`config.mk`:
```
export PLATFORM = sky130hd
export DESIGN_NAME = aud_rx_deser
export DESIGN_NICKNAME = d
export VERILOG_FILES = /design/src/rtl/aud_rx_pkg.sv /design/src/rtl/aud_rx_frontend.sv /design/src/rtl/aud_rx_frame_track.sv /design/src/rtl/aud_rx_slot_asm.sv /design/src/rtl/aud_rx_pdm_asm.sv /design/src/rtl/aud_rx_flags.sv /design/src/rtl/aud_rx_deser.sv
export SDC_FILE = /design/constraint.sdc
export NUM_CORES = 1
export LEC_CHECK = 0
export ABC_AREA = 1
export BUFFER_PORTS_ARGS = -buffer_cell sky130_fd_sc_hd__buf_4
export CAP_MARGIN = 10
export CORE_MARGIN = 4
export CORE_UTILIZATION = 65
export CTS_CLUSTER_SIZE = 8
export DETAILED_ROUTE_END_ITERATION = 16
export MAX_ROUTING_LAYER = met4
export PLACE_DENSITY = 0.85
export SYNTH_ARGS = -nofsm -noshare
export SYNTH_HDL_FRONTEND = slang
export SYNTH_SLANG_ARGS = --single-unit
```
`constraint.sdc`:
```
create_clock -name clk -period 9.89 [get_ports clk]
set_input_delay 0.989 -clock clk [delete_from_list [all_inputs] [get_ports clk]]
set_output_delay 0.989 -clock clk [all_outputs]
set_load 0.01 [all_outputs]
```
`src/rtl/aud_rx_pkg.sv`:
```
package aud_rx_pkg;

    localparam int WORD_W    = 32;
    localparam int HALF_W    = WORD_W / 2;
    localparam int LEN_W     = $clog2(WORD_W) + 1;
    localparam int POS_W     = $clog2(WORD_W);
    localparam int SLOT_IX_W = 3;

    typedef enum logic [1:0] {
        SZ_W32 = 2'b00,
        SZ_W16 = 2'b01,
        SZ_C16 = 2'b10,
        SZ_C8  = 2'b11
    } rx_size_e;

    // synchronized line activity, one clk cycle per event
    typedef struct packed {
        logic rise;
        logic fall;
        logic fs;
        logic sd;
    } line_evt_t;

    // one captured bit position inside the frame
    typedef struct packed {
        logic             valid;
        logic             odd;
        logic [POS_W-1:0] bit_pos;
        logic             sd;
    } slot_bit_t;

    function automatic logic [LEN_W-1:0] word_len(input rx_size_e sz);
        case (sz)
            SZ_W32:  return LEN_W'(32);
            SZ_C8:   return LEN_W'(8);
            default: return LEN_W'(16);
        endcase
    endfunction

    function automatic logic [LEN_W-1:0] slot_len(input logic [1:0] sel);
        return LEN_W'({sel, 3'b000}) + LEN_W'(8);
    endfunction

    function automatic logic is_compact(input rx_size_e sz);
        return (sz == SZ_C16) || (sz == SZ_C8);
    endfunction

    function automatic logic [LEN_W-1:0] upper_offset(input rx_size_e sz);
        case (sz)
            SZ_C16:  return LEN_W'(16);
            SZ_C8:   return LEN_W'(8);
            default: return '0;
        endcase
    endfunction

endpackage

```
`src/rtl/aud_rx_frontend.sv`:
```
module aud_rx_frontend
    import aud_rx_pkg::*;
#(
    parameter int SYNC_STAGES = 2
) (
    input  logic      clk,
    input  logic      rst,
    input  logic      sck_in,
    input  logic      fs_in,
    input  logic      sd_in,
    input  logic      tx_sd,
    input  logic      lpbk_en,
    output line_evt_t evt
);
    localparam int TOP = SYNC_STAGES - 1;

    logic [SYNC_STAGES-1:0] sck_p, fs_p, sd_p;
    logic                   sck_last;
    logic                   line_bit;

    // data source select ahead of the synchronizer
    assign line_bit = lpbk_en ? tx_sd : sd_in;

    always_ff @(posedge clk) begin
        if (rst) begin
            sck_p    <= '0;
            fs_p     <= '0;
            sd_p     <= '0;
            sck_last <= 1'b0;
        end else begin
            sck_p    <= {sck_p[SYNC_STAGES-2:0], sck_in};
            fs_p     <= {fs_p[SYNC_STAGES-2:0], fs_in};
            sd_p     <= {sd_p[SYNC_STAGES-2:0], line_bit};
            sck_last <= sck_p[TOP];
        end
    end

    always_comb begin
        evt.rise = sck_p[TOP] & ~sck_last;
        evt.fall = ~sck_p[TOP] & sck_last;
        evt.fs   = fs_p[TOP];
        evt.sd   = sd_p[TOP];
    end

endmodule

```
`src/rtl/aud_rx_frame_track.sv`:
```
module aud_rx_frame_track
    import aud_rx_pkg::*;
(
    input  logic                 clk,
    input  logic                 rst,
    input  logic                 rise,
    input  logic                 fs,
    input  logic                 sd,
    input  logic                 cfg_delay1,
    input  logic [1:0]           cfg_slot_sel,
    input  logic [SLOT_IX_W-1:0] cfg_nslot_m1,
    output slot_bit_t            cap
);
    logic                 fs_prev;
    logic                 pend;
    logic                 active;
    logic [SLOT_IX_W-1:0] slot_cnt;
    logic [POS_W-1:0]     bit_cnt;

    logic                 start;
    logic                 cur_valid;
    logic [SLOT_IX_W-1:0] cur_slot;
    logic [POS_W-1:0]     cur_bit;
    logic [LEN_W-1:0]     slen;
    logic                 slot_end;

    assign slen  = slot_len(cfg_slot_sel);
    assign start = rise & fs & ~fs_prev;

    always_comb begin
        cur_valid = 1'b0;
        cur_slot  = '0;
        cur_bit   = '0;
        if (rise) begin
            if (start) begin
                cur_valid = ~cfg_delay1;
            end else if (pend) begin
                cur_valid = 1'b1;
            end else if (active) begin
                cur_valid = 1'b1;
                cur_slot  = slot_cnt;
                cur_bit   = bit_cnt;
            end
        end
    end

    assign slot_end = ({1'b0, cur_bit} == slen - LEN_W'(1));

    always_ff @(posedge clk) begin
        if (rst) begin
            fs_prev  <= 1'b0;
            pend     <= 1'b0;
            active   <= 1'b0;
            slot_cnt <= '0;
            bit_cnt  <= '0;
        end else if (rise) begin
            fs_prev <= fs;
            if (start && cfg_delay1) begin
                pend     <= 1'b1;
                active   <= 1'b0;
                slot_cnt <= '0;
                bit_cnt  <= '0;
            end else if (cur_valid) begin
                pend <= 1'b0;
                if (slot_end) begin
                    bit_cnt <= '0;
                    if (cur_slot == cfg_nslot_m1) begin
                        active   <= 1'b0;
                        slot_cnt <= '0;
                    end else begin
                        active   <= 1'b1;
                        slot_cnt <= cur_slot + SLOT_IX_W'(1);
                    end
                end else begin
                    active   <= 1'b1;
                    slot_cnt <= cur_slot;
                    bit_cnt  <= cur_bit + POS_W'(1);
                end
            end
        end
    end

    always_comb begin
        cap.valid   = cur_valid;
        cap.odd     = cur_slot[0];
        cap.bit_pos = cur_bit;
        cap.sd      = sd;
    end

endmodule

```
`src/rtl/aud_rx_slot_asm.sv`:
```
module aud_rx_slot_asm
    import aud_rx_pkg::*;
(
    input  logic              clk,
    input  logic              rst,
    input  slot_bit_t         cap,
    input  logic              enable,
    input  logic              cfg_lsb_first,
    input  logic              cfg_slot_left,
    input  rx_size_e          cfg_size,
    input  logic [1:0]        cfg_slot_sel,
    output logic              done,
    output logic [WORD_W-1:0] word
);
    logic [WORD_W-1:0] acc, acc_n;
    logic [LEN_W-1:0]  wl, sl, fb, b6, k, idx, off;
    logic [POS_W-1:0]  pos;
    logic              in_win, cmp, first, last, capture;

    always_comb begin
        wl     = word_len(cfg_size);
        sl     = slot_len(cfg_slot_sel);
        cmp    = is_compact(cfg_size);
        fb     = (cfg_slot_left || wl >= sl) ? '0 : sl - wl;
        b6     = {1'b0, cap.bit_pos};
        in_win = (b6 >= fb) && (b6 < fb + wl);
        k      = b6 - fb;
        idx    = cfg_lsb_first ? k : (wl - LEN_W'(1) - k);
        off    = (cmp && cap.odd) ? upper_offset(cfg_size) : '0;
        pos    = POS_W'(off + idx);
        first  = (k == '0) && (!cmp || !cap.odd);
        last   = (k == wl - LEN_W'(1)) && (!cmp || cap.odd);
        capture = enable && cap.valid && in_win;

        acc_n      = first ? '0 : acc;
        acc_n[pos] = cap.sd;
    end

    always_ff @(posedge clk) begin
        if (rst)          acc <= '0;
        else if (capture) acc <= acc_n;
    end

    assign done = capture && last;
    assign word = acc_n;

endmodule

```
`src/rtl/aud_rx_pdm_asm.sv`:
```
module aud_rx_pdm_asm
    import aud_rx_pkg::*;
(
    input  logic              clk,
    input  logic              rst,
    input  line_evt_t         evt,
    input  logic              enable,
    input  logic              cfg_lsb_first,
    output logic              done,
    output logic [WORD_W-1:0] word
);
    localparam int CNT_W = $clog2(HALF_W);

    logic [WORD_W-1:0] acc, acc_n;
    logic [CNT_W-1:0]  cnt;
    logic [CNT_W-1:0]  pos;
    logic              got_rise;
    logic              take_l, take_r;

    always_comb begin
        pos    = cfg_lsb_first ? cnt : (CNT_W'(HALF_W - 1) - cnt);
        take_l = enable && evt.rise;
        take_r = enable && evt.fall && got_rise;
        acc_n  = acc;
        if (take_l) acc_n[pos] = evt.sd;
        if (take_r) acc_n[HALF_W + int'(pos)] = evt.sd;
    end

    always_ff @(posedge clk) begin
        if (rst) begin
            acc      <= '0;
            cnt      <= '0;
            got_rise <= 1'b0;
        end else begin
            acc <= acc_n;
            if (take_l) begin
                got_rise <= 1'b1;
            end else if (take_r) begin
                got_rise <= 1'b0;
                cnt      <= cnt + CNT_W'(1);
            end
        end
    end

    assign done = take_r && (cnt == CNT_W'(HALF_W - 1));
    assign word = acc_n;

endmodule

```
`src/rtl/aud_rx_flags.sv`:
```
module aud_rx_flags
    import aud_rx_pkg::*;
(
    input  logic              clk,
    input  logic              rst,
    input  logic              push,
    input  logic [WORD_W-1:0] push_word,
    input  logic              rd_strobe,
    input  logic              ovr_clear,
    output logic [WORD_W-1:0] rx_word,
    output logic              rx_ready,
    output logic              rx_overrun
);
    always_ff @(posedge clk) begin
        if (rst) begin
            rx_word    <= '0;
            rx_ready   <= 1'b0;
            rx_overrun <= 1'b0;
        end else begin
            if (push) begin
                rx_word  <= push_word;
                rx_ready <= 1'b1;
            end else if (rd_strobe) begin
                rx_ready <= 1'b0;
            end
            if (push && rx_ready && !rd_strobe) rx_overrun <= 1'b1;
            else if (ovr_clear)                 rx_overrun <= 1'b0;
        end
    end

endmodule

```
`src/rtl/aud_rx_deser.sv`:
```
module aud_rx_deser
    import aud_rx_pkg::*;
#(
    parameter int SYNC_STAGES = 2
) (
    input  logic        clk,
    input  logic        rst,
    input  logic        sck_in,
    input  logic        fs_in,
    input  logic        sd_in,
    input  logic        tx_sd,
    input  logic        lpbk_en,
    input  logic        cfg_pdm2,
    input  logic        cfg_delay1,
    input  logic        cfg_lsb_first,
    input  logic        cfg_slot_left,
    input  logic [1:0]  cfg_size,
    input  logic [1:0]  cfg_slot_sel,
    input  logic [2:0]  cfg_nslot_m1,
    input  logic        rd_strobe,
    input  logic        ovr_clear,
    output logic [31:0] rx_word,
    output logic        rx_ready,
    output logic        rx_overrun
);
    line_evt_t         evt;
    slot_bit_t         cap;
    rx_size_e          size_q;
    logic              slot_done, pdm_done, push_evt;
    logic [WORD_W-1:0] slot_word, pdm_word, push_word;

    assign size_q = rx_size_e'(cfg_size);

    aud_rx_frontend #(.SYNC_STAGES(SYNC_STAGES)) u_front (
        .clk(clk), .rst(rst), .sck_in(sck_in), .fs_in(fs_in), .sd_in(sd_in),
        .tx_sd(tx_sd), .lpbk_en(lpbk_en), .evt(evt)
    );

    aud_rx_frame_track u_track (
        .clk(clk), .rst(rst), .rise(evt.rise), .fs(evt.fs), .sd(evt.sd),
        .cfg_delay1(cfg_delay1), .cfg_slot_sel(cfg_slot_sel),
        .cfg_nslot_m1(cfg_nslot_m1), .cap(cap)
    );

    aud_rx_slot_asm u_slot (
        .clk(clk), .rst(rst), .cap(cap), .enable(~cfg_pdm2),
        .cfg_lsb_first(cfg_lsb_first), .cfg_slot_left(cfg_slot_left),
        .cfg_size(size_q), .cfg_slot_sel(cfg_slot_sel),
        .done(slot_done), .word(slot_word)
    );

    aud_rx_pdm_asm u_pdm (
        .clk(clk), .rst(rst), .evt(evt), .enable(cfg_pdm2),
        .cfg_lsb_first(cfg_lsb_first), .done(pdm_done), .word(pdm_word)
    );

    assign push_evt  = cfg_pdm2 ? pdm_done : slot_done;
    assign push_word = cfg_pdm2 ? pdm_word : slot_word;

    aud_rx_flags u_flags (
        .clk(clk), .rst(rst), .push(push_evt), .push_word(push_word),
        .rd_strobe(rd_strobe), .ovr_clear(ovr_clear),
        .rx_word(rx_word), .rx_ready(rx_ready), .rx_overrun(rx_overrun)
    );

endmodule

```
==> impl_metrics.toml, run 1 <==
[detailed_routing]
drc = 0
post_drt_wl_per_cell_um = 14.2
vias = 7101
drtAntennaViolNets = 0
drt_pass1_iterations = 5
drt_iter0_markers = 768
totalWireLength_um = 18300
viasPerCell = 5.51

[worst_setup_path]
timing.critical_path.buf_inv = 5
critPathTopFamily = "adder cells"
critPathCaptureType = "flip-flop"
crit_chain = "buf_4 > inv_1 > ha_1 > inv_1 > ha_1 > a21oi_1 > nand2_1 > nand3_1 > a21oi_1 > ha_1 > inv_1 > nand2_1 > nand2_1 > nand2_1 > o21ai_0 > ha_1 > clkinv_1 > a21oi_2 > nand4_1 > nand3_1 > a21oi_1"
critPathKind = "input port to flip-flop"
critPathLaunchType = "input port"
path_max_fanout = 11
cp.arrival_ns = 4.98
cpPeakStageDelay_ns = 0.58
cp_data_required_time_ns = 10.18
crit_slowest_cell = "ha_1"

[worst_hold_path]
hp-class = "flip-flop to flip-flop"

[yosys]
synth_common_cells = "nand2_1 (313), nor2_1 (176), dfxtp_1 (121)"
avgSynthCellArea_um2 = 6.57
synth_largest_area_cell = "dfxtp_1"
synthMostInstantiatedCell = "nand2_1"
seq_area_frac_synth = 0.329
synthArstFlopShare = 0
synthFlopType = "dfxtp_1"
yosysUniqueCellTypes = 45
synth_top_area_share = 0.329
synth_area_mm2 = 0.00736
synthesis.nets = 1160
synthCells = 1119
synthTopCellsByArea = "dfxtp_1 (33%), nand2_1 (16%), nor2_1 (9.0%), a21oi_1 (5.3%), inv_1 (4.7%)"
yosysWarnings = 0
synth_edf_count = 0
synth_seq_cells = 121

[timing]
finalCritPeriodShare = 0.474
slew_violations = 0
fmax_mhz = 213
setup_viol = 0
clock_skew_ns = 0.00664
worst_slew_pin_slew_ns = 1.16
tns_ns = 0
hold_slack_ns = 0.410
rsz0062_at_grt = "no"
slew_headroom = 0.223
hold_viol = 0
period_minus_slack_ns = 4.68

[power]
p_total_mw = 1.25
swShare = 0.249
p_leak_nw = 3.83
combPwrFrac = 0.106
seqPwrFrac = 0.393
power.share.clock = 0.501
power_per_cell_area_mw_per_mm2 = 151
p_int_uw = 939
p_sw_uw = 312
ir_drop_uv = 132

[final_layout]
nFillCells = 871
antenna_cells = 0
drive_gt1_frac = 0.116
area_growth_pct = 12.7
layout.nets = 1176

[place]
hpwl_um = 11900
io_buffers = 53
gp_congestion = 0.861

[floorplan]
die_w_um = 114
die_area_mm2 = 0.0131
start_util = 0.673
num_rows = 38
core_mm2 = 0.0109
die_y_um = 114
pin_count = 54

[grt]
grt_max_degree = 84
grt_overflow = 0
grtUsageMet3 = 0.0418
grt_usage = 0.297
grt_pass1_vias = 6317
antenna_found_initial = 0
grt_use_met1 = 0.414
busiest_layer = "met2"
grt.met2_usage = 0.443
grt_pass1_wl_um = 30600

[clock_network]
cts_resized = 0
clk_pin_slew_ns = 0.05
post-cts-setup-buffer-count = 0
hold_buffers = 0
cts_root_buffer = "clkbuf_16"
cts_tree = "done"
cts_buffers = 17
clockBufferDepth = 2
cts_sinks = 121
insertion_delay_ns = 0.42
htree_num_levels = 4

[job]
drv_cap = 0

[status]
status = "completed"
==> metrics by stage <==
stage | worst slack (ns) | area (µm²) | util | cells
floorplan | 5.80 | 7360 | - | 1119
global placement | 4.97 | 7690 | 0.703 | 1256
detailed placement | 4.86 | 7690 | 0.703 | 1256
CTS | 5.28 | 8290 | 0.758 | 1288
global route | 4.84 | 8290 | 0.758 | 1288
finish | 5.21 | 8290 | 0.758 | 1288
==> cell type report <==
| class | instances | area, µm² | share of cell area |
|---|---|---|---|
| Multi-Input combinational cell | 836 | 4270 | 0.516 |
| Sequential cell | 121 | 2420 | 0.292 |
| Clock buffer | 24 | 482 | 0.0581 |
| Timing Repair Buffer | 58 | 435 | 0.0525 |
| Inverter | 101 | 382 | 0.0461 |
| Tap cell | 140 | 175 | 0.0211 |
| Clock inverter | 8 | 118 | 0.0142 |
==> layout by cell type (no fill, tap or decap), drive strengths merged <==
master	netlist	routed
xnor2	5	5
dfxtp	121	121
and2	1	1
mux2i	4	4
clkinvlp	0	1
ha	18	18
a22oi	14	14
buf	34	58
nand3	74	74
xor2	13	13
a211oi	1	1
nand4	39	39
a31oi	2	2
and3	2	2
nand3b	33	33
a32oi	1	1
fa	3	3
o21a	1	1
a21o	1	1
o211ai	2	2
clkbuf	27	24
or2	3	3
o21ai	21	21
inv	100	100
nor3	13	13
nor2	189	189
nor4	1	1
bufinv	0	3
clkinv	1	5
a21oi	80	80
nand2	315	315
==> worst register-to-register path, delay by kind of cell (launching register included) <==
kind | cells | cell delay [ns]
AO/OA/AOI/OAI | 3 | 0.62
buffers and inverters | 2 | 0.54
AND/OR/NAND/NOR | 8 | 1.24
adder cells (fa/ha/maj) | 2 | 0.98
flip-flops | 1 | 0.45
==> metal layers <==
metal	wire length (µm)	share of wire
met3	1170	0.064
met5	0	0
met2	8330	0.46
met1	8430	0.46
met4	335	0.018
==> sequential cells by signal, summed over array words and instances, names as in the netlist <==
name,cells
u_flags.rx_ready,1
u_pdm.got_rise,1
u_pdm.acc,32
u_track.bit_cnt,5
u_front.fs_p,2
u_front.sck_p,2
u_slot.acc,32
u_flags.rx_overrun,1
u_track.slot_cnt,3
u_pdm.cnt,4
u_track.active,1
u_front.sck_last,1
u_front.sd_p,2
u_flags.rx_word,32
u_track.fs_prev,1
u_track.pend,1
==> logic make-up (layout without fill, tap and decap cells) <==
family                   count (synthesis)  count (layout)  synth area share
multiplexers                             4               4           0.00544
AND/OR/NAND/NOR                        670             670             0.416
AO/OA/AOI/OAI                          123             123            0.0936
adder cells (fa/ha/maj)                 21              21            0.0388
flip-flops                             121             121             0.329
XOR/XNOR                                18              18            0.0250
buffers and inverters                  162             191            0.0915
==> worst paths after layout <==
check / startpoint / endpoint / slack, ns / depth (start not counted)
worst min register to register: u_front.sd_p[0]$_SDFF_PP0_ / u_front.sd_p[1]$_SDFF_PP0_ / 0.41 / 2
worst max-delay path: cfg_size[0] / u_flags.rx_word[9]$_SDFFE_PP0P_ / 5.21 / 21
worst min-delay path: u_front.sd_p[0]$_SDFF_PP0_ / u_front.sd_p[1]$_SDFF_PP0_ / 0.41 / 2
worst max register to register: u_front.sck_p[1]$_SDFF_PP0_ / u_flags.rx_word[9]$_SDFFE_PP0P_ / 5.93 / 15
==> power groups by stage <==
stage | Combinational (mW) | Clock [mW] | Sequential (mW)
4_1_cts | 0.131 | 0.632 | 0.491
6_report | 0.133 | 0.627 | 0.491
2_1_floorplan | 0.101 | 0 | 0.501
3_3_place_gp | 0.129 | 0 | 0.501
3_5_place_dp | 0.130 | 0 | 0.501
5_1_grt | 0.148 | 0.656 | 0.491
Power figures use the tool's default switching activity.
==> inputs of run 2 (changes only) <==
Settings changed: ABC_AREA 1 to 0, CORE_UTILIZATION 65 to 55, PLACE_DENSITY 0.85 to 0.77.
Clock period 9.89 ns to 4 ns, I/O delays scaled along.
==> impl_metrics.toml, run 2 <==
[place]
place_inst = 1032
hpwl_um = 13600
placed_cell_area_mm2 = 0.00762
io_buffers = 53
gp_congestion = 0.896
pre_cts_ws_ns = -0.386

[grt]
grt_usage = 0.288
grt_pass1_wl_um = 32400
grt_max_degree = 63
grt_overflow = 0
grt_pass1_vias = 6461
antenna_found_initial = 0

[worst_setup_path]
critPathKind = "input port to flip-flop"
crit_chain = "buf_4 > inv_1 > ha_4 > inv_1 > ha_1 > a31oi_2 > nand2_1 > or2_2 > inv_2 > fa_2 > xnor2_2 > xnor2_2 > buf_4 > xor2_2 > buf_6 > buf_12 > and3_1 > o21ai_0 > a32o_1"
reg2reg_depth = 12
cpPeakStageDelay_ns = 0.49
cp_data_required_time_ns = 4.30
critPathLaunchType = "input port"
crit_slowest_cell = "fa_2"
path_max_fanout = 10
cp.arrival_ns = 4.18
critPathCaptureType = "flip-flop"

[timing]
slew_headroom = 0.442
period_minus_slack_ns = 3.87
rsz0062_at_grt = "yes"
worst_slew_pin_slew_ns = 0.838
hold_viol = 0
setup_viol = 0
slew_violations = 0
clock_skew_ns = 0.00674
hold_slack_ns = 0.194
tns_ns = 0
fmax_mhz = 258
finalCritPeriodShare = 0.968
fin_ws_ns = 0.126

[clock_network]
hold_buffers = 0
cts_root_buffer = "clkbuf_16"
htree_num_levels = 4
insertion_delay_ns = 0.42
clockBufferDepth = 2
clk_pin_slew_ns = 0.06
cts_sinks = 121
cts_buffers = 17
cts_tree = "done"

[final_layout]
layout.cells.non_filler = 1066
multi_input_area_mm2 = 0.00410
area_growth_pct = 23.0
layout.nets = 926
layout_common_cells = "dfxtp_1 (121), buf_4 (109), nor2_1 (92)"
antenna_cells = 0
top_regs = "u_flags.rx_word: 32 flops, u_pdm.acc: 32 flops, u_slot.acc: 32 flops"
final_core_utilization = 0.691
drive_gt1_frac = 0.188
nFillCells = 937
regArea_mm2 = 0.00242
final_common_cell = "dfxtp_1"
final_area_mm2 = 0.00833

[yosys]
synthCells = 820
synth_seq_cells = 121
yosysUniqueCellTypes = 62
synth_area_mm2 = 0.00678
synth_top_area_share = 0.357
seq_area_frac_synth = 0.357
synthFlopType = "dfxtp_1"
synth_common_cells = "dfxtp_1 (121), nor2_1 (92), nand2_1 (91)"
synthesis.nets = 861
synth_largest_area_cell = "dfxtp_1"
synthArstFlopShare = 0
yosysWarnings = 0
synthMostInstantiatedCell = "dfxtp_1"
avgSynthCellArea_um2 = 8.26
synth_edf_count = 0
synthTopCellsByArea = "dfxtp_1 (36%), mux2i_1 (7.1%), nor2_1 (5.1%), nand2_1 (5.0%), a32o_1 (3.7%)"

[detailed_routing]
drc = 0
vias = 6755
viasPerCell = 6.34
post_drt_wl_per_cell_um = 18.7
drt_iter0_markers = 870
totalWireLength_um = 19900
drtAntennaViolNets = 0
drt_pass1_iterations = 6

[worst_hold_path]
whs_path_depth = 2
hp-class = "input port to flip-flop"

[power]
p_total_mw = 3.38
p_sw_uw = 904
power_per_cell_area_mw_per_mm2 = 405
p_int_mw = 2.47
seqPwrFrac = 0.359
ir_drop_uv = 295
power.share.clock = 0.486
combPwrFrac = 0.154
swShare = 0.268
p_leak_nw = 3.21

[floorplan]
die_y_um = 119
die_area_mm2 = 0.0142
core_mm2 = 0.0121
pin_count = 54
start_util = 0.562
num_rows = 40
die_w_um = 119

[job]
drv_cap = 0

[status]
status = "completed"
-- run 2: area by class of cell --
type / count / area share
flip-flops and latches: 121 / 0.291
multi-input cells: 611 / 0.492
repair buffers: 114 / 0.107
well taps: 168 / 0.0252
inverters: 20 / 0.00901
clock buffers: 18 / 0.0527
clock inverters: 14 / 0.0234
-- run 2: kinds of logic after synthesis --
| logic type | Yosys count | share of synthesized area |
|---|---|---|
| simple gates | 315 | 0.221 |
| xor+xnor | 21 | 0.0271 |
| mux | 50 | 0.0742 |
| compound gates | 204 | 0.224 |
| fa+ha+maj | 21 | 0.0421 |
| buf+inv | 88 | 0.0541 |
| flops | 121 | 0.357 |
-- run 2: timing repair --
| action | in CTS | in global routing |
|---|---|---|
| setup endpoints to repair | 0 | 61 |
| buffers inserted | 0 | 1 |
| gates resized for setup | 0 | 11 |
-- run 2: per-layer routing --
metal  vias to the layer above  GRT usage  part of all wire
li1                       3114          -                 -
met1                      3278      0.370              0.43
met2                       323      0.454              0.48
met3                        40     0.0537             0.074
met4                         0      0.106             0.018
met5                         -          -                 0
-- run 2: power groups by stage --
stage / logic [mW] / clock network [mW] / registers, mW
after floorplan: 0.286 / 0 / 1.24
after global placement: 0.470 / 0 / 1.24
after detailed placement: 0.482 / 0 / 1.24
after CTS: 0.485 / 1.64 / 1.21
after global routing: 0.559 / 1.71 / 1.21
final: 0.522 / 1.64 / 1.21
-- run 2: worst max-delay path: cells and delay by family --
family                   cells  cell delay, ns
adder cells (fa/ha/maj)      3            1.13
XOR/XNOR                     3            0.63
AND/OR/NAND/NOR              3            0.60
AO/OA/AOI/OAI                3            0.62
buffers and inverters        7            0.78
-- run 2: final timing paths --
check                           slack [ns]                        start                               end
worst max-delay path                  0.13                  cfg_size[0]  u_flags.rx_word[24]$_SDFFE_PP0P_
worst min-delay path                  0.19                        fs_in        u_front.fs_p[0]$_SDFF_PP0_
worst max register to register        0.29  u_front.sck_last$_SDFF_PP0_  u_flags.rx_word[29]$_SDFFE_PP0P_
worst min register to register        0.44   u_front.sd_p[0]$_SDFF_PP0_        u_front.sd_p[1]$_SDFF_PP0_
==> inputs of run 3 (changes only) <==
Settings changed: PLACE_DENSITY 0.77 to 0.88.
==> impl_metrics.toml, run 3 (synthesized netlist as in run 2, its figures left out) <==
[status]
status = "completed"

[final_layout]
final_area_mm2 = 0.00828
antenna_cells = 0
layout.nets = 925
final_common_cell = "dfxtp_1"
top_regs = "u_flags.rx_word: 32 flops, u_pdm.acc: 32 flops, u_slot.acc: 32 flops"
area_growth_pct = 22.2
drive_gt1_frac = 0.178
final_core_utilization = 0.687
nFillCells = 896
layout_common_cells = "dfxtp_1 (121), buf_4 (108), nor2_1 (92)"

[place]
placed_cell_area_mm2 = 0.00764
io_buffers = 53
hpwl_um = 12800
gp_congestion = 0.938
pre_cts_ws_ns = -0.254

[grt]
grt_pass1_vias = 6203
antenna_found_initial = 0
grt_overflow = 0
grt_usage = 0.279
grt_pass1_wl_um = 31400
grt_max_degree = 65

[worst_setup_path]
critPathCaptureType = "flip-flop"
critPathKind = "input port to flip-flop"
cp.arrival_ns = 4.10
cp_data_required_time_ns = 4.30
path_max_fanout = 9
critPathLaunchType = "input port"

[clock_network]
cts_resized = 0
post-cts-setup-buffer-count = 0
insertion_delay_ns = 0.42
cts_buffers = 17
clockBufferDepth = 2
htree_num_levels = 4
cts_root_buffer = "clkbuf_16"
hold_buffers = 0
cts_sinks = 121
cts_tree = "done"
clk_pin_slew_ns = 0.05

[power]
ir_drop_uv = 371
power_per_cell_area_mw_per_mm2 = 405
p_leak_nw = 3.21

[timing]
worst_slew_pin_slew_ns = 0.834
slew_headroom = 0.439
setup_viol = 0
fmax_mhz = 263
finalCritPeriodShare = 0.949
period_minus_slack_ns = 3.80
tns_ns = 0
slew_violations = 0
rsz0062_at_grt = "no"
clock_skew_ns = 0.00715
fin_ws_ns = 0.205
hold_viol = 0

[detailed_routing]
totalWireLength_um = 19200
drt_iter0_markers = 1071
drtAntennaViolNets = 0
drt_pass1_iterations = 7
post_drt_wl_per_cell_um = 18.0
viasPerCell = 6.32
vias = 6733
drc = 0

[worst_hold_path]
hp-class = "input port to flip-flop"

[floorplan]
pin_count = 54
core_mm2 = 0.0121
num_rows = 40
die_area_mm2 = 0.0142
die_y_um = 119
die_w_um = 119
start_util = 0.562

[job]
drv_cap = 0
[run 3: through the flow]
step | cells | total power, mW | hold WS, ns
CTS | 1065 | 3.35 | 0.193
global route | 1065 | 3.46 | 0.216
global placement | 1033 | 1.71 | 0.424
detailed placement | 1033 | 1.71 | 0.429
floorplan | 820 | 1.52 | 0.414
finish | 1065 | 3.35 | 0.203
[run 3: path summary, 6_finish.rpt]
path	startpoint	depth (start not counted)	endpoint	slack [ns]
worst max-delay path	cfg_size[0]	18	u_flags.rx_word[25]$_SDFFE_PP0P_	0.20
worst min-delay path	sck_in	2	u_front.sck_p[0]$_SDFF_PP0_	0.20
worst max register to register	u_front.sck_p[1]$_SDFF_PP0_	12	u_flags.rx_word[25]$_SDFFE_PP0P_	0.30
worst min register to register	u_front.sck_p[0]$_SDFF_PP0_	1	u_front.sck_p[1]$_SDFF_PP0_	0.44
[run 3: final cells by class]
type | instances | area [µm²] | area share
tap | 168 | 210 | 0.0254
sequential | 121 | 2420 | 0.292
multi-input combinational | 611 | 4040 | 0.487
clock inverter | 11 | 166 | 0.0201
clock buffer | 21 | 470 | 0.0568
inverter | 20 | 75.1 | 0.00906
timing repair buffer | 113 | 902 | 0.109
[run 3: critical path, stage by stage]
cell and delay [ns]:
buf_4 0.11, inv_1 0.12, ha_1 0.19, inv_1 0.05, ha_1 0.34, nand2_1 0.08
o21ai_2 0.13, nand2_1 0.09, or2_2 0.30, inv_2 0.10, fa_2 0.47, xor2_1 0.18
o211ai_1 0.12, or3_1 0.31, or4_1 0.40, buf_4 0.19, and2_1 0.22, a32o_1 0.28
[run 3: where the power goes]
part / switching, mW / internal [mW] / leakage (nW)
Combinational: 0.298 / 0.191 / 1.91
Clock: 0.557 / 1.09 / 0.318
Sequential: 0.00597 / 1.21 / 0.976
[run 3: per-layer routing]
metal	global-route usage	wire, µm	vias up
met5	-	0	-
met4	0.0970	469	0
met3	0.0684	1760	55
met2	0.441	9310	383
met1	0.349	7660	3181
li1	-	-	3114
